[src/rtl/dma_cmd_seq.sv]
module dma_cmd_seq #(
  parameter int AW = 32
) (
  input  logic          clk,
  input  logic          rst_n,
  input  logic          run_req,
  input  logic [AW-1:0] ptr_init,
  input  logic          cond,
  input  logic [7:0]    dev_stat,
  output logic          active,
  output logic [AW-1:0] cmd_ptr,
  output logic          fetch_req,
  input  logic          desc_valid,
  input  logic [127:0]  desc_data,
  output logic          mv_req,
  output logic [2:0]    mv_op,
  output logic [2:0]    mv_key,
  output logic [31:0]   mv_addr,
  output logic [15:0]   mv_count,
  input  logic          mv_done,
  input  logic [15:0]   mv_moved,
  output logic          wb_valid,
  output logic [AW-1:0] wb_addr,
  output logic [31:0]   wb_data,
  output logic          irq
);
  localparam logic [AW-1:0] STEP    = AW'(16);
  localparam logic [AW-1:0] RES_OFS = AW'(12);

  typedef enum logic [2:0] {S_IDLE, S_FETCH, S_EXEC, S_WAIT, S_WB} st_t;
  st_t st;

  logic [15:0] req_q, cmd_q, moved_q;
  logic [31:0] addr_q, dep_q;

  function automatic logic pick(input logic [1:0] m, input logic c);
    return (m == 2'd3) || (m == 2'd1 && c) || (m == 2'd2 && !c);
  endfunction

  wire [3:0] d_op    = desc_data[31:28];
  wire [2:0] d_key   = desc_data[26:24];
  wire       d_word  = (d_op == 4'd4) || (d_op == 4'd5);
  wire       d_mover = (d_op < 4'd4) || (d_word && d_key >= 3'd5);

  wire       hold    = pick(cmd_q[1:0], cond);
  wire       take_br = pick(cmd_q[3:2], cond);
  wire [15:0] resid  = (moved_q >= req_q) ? 16'd0 : req_q - moved_q;

  assign active    = (st != S_IDLE);
  assign fetch_req = (st == S_FETCH);
  assign mv_req    = (st == S_EXEC);
  assign wb_valid  = (st == S_WB);
  assign irq       = wb_valid && pick(cmd_q[5:4], cond);
  assign mv_op     = cmd_q[14:12];
  assign mv_key    = cmd_q[10:8];
  assign mv_addr   = addr_q;
  assign mv_count  = cmd_q[14] ? 16'd4 : req_q;
  assign wb_addr   = cmd_ptr + RES_OFS;
  assign wb_data   = {1'b1, 7'd0, dev_stat, resid};

  always_ff @(posedge clk) begin
    if (!rst_n) begin
      st      <= S_IDLE;
      cmd_ptr <= '0;
      req_q   <= '0;
      cmd_q   <= '0;
      moved_q <= '0;
      addr_q  <= '0;
      dep_q   <= '0;
    end else begin
      unique case (st)
        S_IDLE: if (run_req) begin
          cmd_ptr <= ptr_init;
          st      <= S_FETCH;
        end
        S_FETCH: if (desc_valid) begin
          req_q  <= desc_data[15:0];
          cmd_q  <= desc_data[31:16];
          addr_q <= desc_data[63:32];
          dep_q  <= desc_data[95:64];
          if (d_op == 4'd7) st <= S_IDLE;
          else if (d_mover) st <= S_EXEC;
          else begin
            moved_q <= '0;
            st      <= S_WAIT;
          end
        end
        S_EXEC: if (mv_done) begin
          moved_q <= mv_moved;
          st      <= S_WAIT;
        end
        S_WAIT: if (!hold) st <= S_WB;
        S_WB: begin
          cmd_ptr <= take_br ? dep_q[AW-1:0] : cmd_ptr + STEP;
          st      <= S_FETCH;
        end
        default: st <= S_IDLE;
      endcase
    end
  end
endmodule


[config.mk]
export PLATFORM = sky130hd
export DESIGN_NAME = dma_cmd_seq
export DESIGN_NICKNAME = d
export VERILOG_FILES = /design/src/rtl/dma_cmd_seq.sv
export SDC_FILE = /design/constraint.sdc
export NUM_CORES = 1
export LEC_CHECK = 0
export BUFFER_PORTS_ARGS = -buffer_cell sky130_fd_sc_hd__buf_2
export CAP_MARGIN = 25
export CORE_ASPECT_RATIO = 0.8
export CORE_MARGIN = 3
export CORE_UTILIZATION = 45
export CTS_CLUSTER_DIAMETER = 120
export DETAILED_ROUTE_END_ITERATION = 16
export PLACE_DENSITY = 0.72
export SETUP_SLACK_MARGIN = 0.15
export SYNTH_ARGS = -nofsm -noshare
export SYNTH_HDL_FRONTEND = slang
export SYNTH_SLANG_ARGS = --single-unit
[constraint.sdc]
create_clock -name clk -period 3.7 [get_ports clk]
set_clock_uncertainty 0.05 [all_clocks]
set_input_delay 0 -clock clk [delete_from_list [all_inputs] [get_ports clk]]
set_output_delay 0 -clock clk [all_outputs]
set_load 0.05 [all_outputs]
After elaboration in Yosys (flattened, before gate mapping):

Index checks and enable logic that the tools add are counted.

* bits in registers: 146
* logic and storage cells: 77

* add/subtract/negate cells: 3
* $lt $le $gt $ge: 3
* eq/ne operators: 22
* muxes and demuxes: 17
* reductions and logical operators: 25

Operator list (count)
* 2-to-1 mux 16 bit: 6
* 2-to-1 mux 32 bit: 2
* one-hot mux 32 bit (2 select lines): 1
* adder 32 x 4 -> 32 bit, second input constant: 1
* adder 32 x 5 -> 32 bit, second input constant: 1
* one-hot mux 16 bit (2 select lines): 1
* greater-or-equal comparator 16 bit: 1
* subtractor 16 bit: 1
* one-hot mux 3 bit (5 select lines): 1
* equality test 2 bit, second input constant: 6
* equality test 4 x 3 -> 1 bit, second input constant: 3
* 2-to-1 mux 3 bit: 4
* logical AND 1 bit: 8
* logical OR 1 bit: 8
* != test 2 bit, second input constant: 4
* equality test 2 x 1 -> 1 bit, second input constant: 3
* equality test 3 x 2 -> 1 bit, second input constant: 2
* AND reduction 5 bit: 1
* less-than comparator 4 x 3 -> 1 bit, second input constant: 1
* != test 2 x 1 -> 1 bit, second input constant: 2
* AND reduction 2 bit: 2
* AND reduction 4 bit: 1
* nonzero test 2 bit: 2
* equality test 3 x 1 -> 1 bit, second input constant: 1
* other kinds (7): 7

Depth between registers and ports, before layout:

* depth after elaboration: 8
* gate-level depth with buffers: 10

Worst setup path after synthesis:

No wires, ideal clock.

* path type: flip-flop to output port
* from: register req_q[0]
* to: output port wb_data[13]
* arrival time: 3.457 ns
* data required time: 3.650 ns
* setup slack: 0.193 ns
* cell stages (with the launch flop): 10
* cells stage by stage: dfxtp_1 > inv_1 > ha_1 > fa_1 > and2b_1 > o211ai_1 > a211oi_1 > nor2_1 > o21a_2 > nor4_1

* word-level cells in the longest chain between the ends: 2

Ends and longest elaborated chain
* from (decl): line 33 `logic [15:0] req_q, cmd_q, moved_q;`
* from (signal assigned): line 77 `req_q <= desc_data[15:0];`
* subtractor 16 bit or greater-or-equal comparator 16 bit (tied branches): line 47 `wire [15:0] resid = (moved_q >= req_q) ? 16'd0 : req_q - moved_q;`
* 2-to-1 mux 16 bit (*): line 47
* to (decl): line 24 `output logic [31:0] wb_data,`

Mark *: on every way between the ends. The rest lies on a longest branch, timed or not.

Worst setup path in the final report:

* from: register req_q[0]
* to: output port wb_data[2]

Same word-level chain as after synthesis.

==> impl_metrics.yaml <==
finish:
  final_cell_mix: "buf_2, nand2_1, dlygate4sd3_1"
  fin_nets: 1630
  fill_cells: 1370
  syn_to_final_growth_pct: 43.2
  mostFrequentLayoutCell: "buf_2"
  design_area_sq_um: 11400
  final_layout_size_suffix_gt1_frac: 0.244
  n_antenna_cell: 0
drt:
  dr.pass1.iters: 5
  drt-initial-drc-count: 668
  ant_nets: 0
  post-route-drc-count: 0
  vias: 9067
  wl_mm: 29.0
  wl_per_cell_um: 17.5
  vias_per_cell: 5.48
setup_path:
  cpPeakStageDelay_ns: 0.38
  worstPathMaxFanout: 16
  start_kind: "flip-flop"
  crit_type: "reg2out"
  crit_start: "req_q[0]"
  timing.rr.start: "st[0]"
  cp.arrival_ns: 3.16
  critPathRequiredTime_ns: 3.65
  slowest_stage: "fa_1"
  path_cells: "inv_1 > ha_1 > fa_1 > and2b_1 > o211ai_1 > a211oi_1 > nor2_1 > o21a_2 > nor3_1 > buf_2"
  end_kind: "primary output"
timing:
  fin_setup_tns_ns: 0
  slew_headroom: 0.353
  worst_slew_pin_slew_ns: 0.967
  hold_violations: 0
  fin_crit_sh: 0.868
  setup_violations: 0
  post-route-min-period_ns: 3.21
  fmax_mhz: 311
  drv_slew: 0
  grt_setup_unrepaired: "false"
clocking:
  cts_tree: "built"
  clock_latency_ns: 0.42
  cts_max_level: 4
  clockBufferDepth: 2
  cts_inserted_buffers: 17
  cts.sinks: 143
  clkSlewWorstSetupHoldPaths_ns: 0.06
  cts_setup_buffers: 0
  cts-root-buf: "clkbuf_16"
  cts.repair.resized: 0
  cts_hold_buffers: 147
hold_path:
  hp-class: "in2reg"
  worstHoldStart: "desc_valid"
yosys:
  ys_types: 72
  synthTopCellsByArea: "dfxtp_1, nand2_1, a21boi_0"
  synthesis.instances: 1043
  synthesis.area_per_instance_sq_um: 7.61
  synth_top_area_cell: "dfxtp_1"
  ys.flop_type: "dfxtp_1"
  async_flop_share: 0
  seq_area_frac_synth: 0.361
  synth_seq_cells: 143
  synth_edf_count: 0
  synth_area_sq_um: 7940
  synth_warnings: 0
  netlist.area_leader.share: 0.361
grt:
  grt_use_total: 0.284
  grt_pass1_wl_mm: 44.8
  grt_max_degree: 93
  antenna_found_initial: 0
  overflow: 0
  grt_pass1_vias: 8636
floorplan:
  initial_core_util: 0.469
  die_h_um: 125
  die_x_um: 154
  fp.dieArea_sq_um: 19300
  coreArea_sq_um: 16900
  placementRows: 42
  io_pins: 345
job:
  max_cap_violations: 0
placement:
  place.gp.congestion: 0.953
  place_hpwl_mm: 18.3
  port_buffers: 285
  post_dp_cell_area_sq_um: 9230
power:
  powerDensity_nw_per_um2: 454
  p_leak_nw: 5.08
  max-vdd-ir-drop_v: 0.000289
run_status:
  status: "complete, no violations"
synthesized netlist by cell type, types with 7 or more instances:
cell and count:
nor2_1 79, ha_1 18, inv_1 30, o21ai_0 39, dfxtp_1 143, a21boi_0 81, buf_4 26, and3_1 10
xor2_1 23, buf_1 7, a22oi_1 20, o211ai_1 9, nand4_1 10, nand3_1 25, xnor2_1 22, nand2_1 250
nor3_1 10, nor2b_1 20, buf_2 9, clkbuf_1 37, a21oi_1 68
final timing paths:
check,to,slack [ns],cells after the start
max,wb_data[2],0.49,10
min,dep_q[14],0.03,4
max reg2reg,cmd_ptr[24],1.04,6
min reg2reg,mv_addr[25],0.41,2
report_power, final:
part / switching, mW / internal (mW) / leakage (nW)
clock network: 0.693 / 1.08 / 0.301
logic: 1.12 / 0.515 / 3.62
registers: 0.113 / 1.63 / 1.17
total: 1.93 / 3.23 / 5.08
state kept, by name, indices dropped and copies added (netlist names):
| name | count |
|---|---|
| req_q | 16 |
| cmd_ptr | 32 |
| moved_q | 16 |
| st | 3 |
| dep_q | 32 |
| cmd_q | 12 |
| mv_addr | 32 |
through the flow:
step / setup WS, ns / total power [mW] / util / hold slack [ns] / instances
after global routing: 0.324 / 5.35 / 0.672 / 0.0452 / 1654
after CTS: 0.494 / 5.14 / 0.668 / 0.0124 / 1652
after floorplan: 0.193 / 2.89 / - / 0.0860 / 1049
final: 0.488 / 5.16 / 0.672 / 0.0278 / 1654
after detailed placement: 0.959 / 3.23 / 0.546 / -0.0494 / 1473
after global placement: 0.971 / 3.22 / 0.546 / -0.0494 / 1473
metal layers:
layer	vias up	part of all wire	global-route usage	wire [um]
met1	4168	0.42	0.362	12100
li1	4279	-	-	-
met5	-	0	0	0
met2	549	0.47	0.467	13500
met4	0	0.028	0.107	825
met3	71	0.090	0.0653	2610
worst max-delay path: cells and delay by family (launching register included):
kind | cells | cell delay, ns
buf+inv | 2 | 0.38
compound gates | 3 | 0.77
flops | 1 | 0.33
fa+ha+maj | 2 | 0.60
simple gates | 3 | 0.65
cell type report:
| class | instances | area (sq um) | area share |
|---|---|---|---|
| Multi-Input combinational cell | 786 | 4500 | 0.396 |
| Sequential cell | 143 | 2860 | 0.252 |
| Tap cell | 220 | 275 | 0.0242 |
| Clock inverter | 13 | 163 | 0.0143 |
| Inverter | 32 | 120 | 0.0106 |
| Timing Repair Buffer | 441 | 3010 | 0.264 |
| Clock buffer | 19 | 443 | 0.0390 |
cell families (layout without fill, tap and decap cells):
kind of cell	after synthesis	count (layout)	share of synthesized area
buffers and inverters	120	505	0.0772
muxes	6	6	0.00835
and+or+nand+nor	436	436	0.241
xor gates and xnor gates	45	45	0.0497
adders and majority gates	19	19	0.0309
DFF	143	143	0.361
AOI/OAI and AO/OA	272	272	0.231
other	2	8	0.000946
No activity file was read; power rests on OpenSTA's default activity.
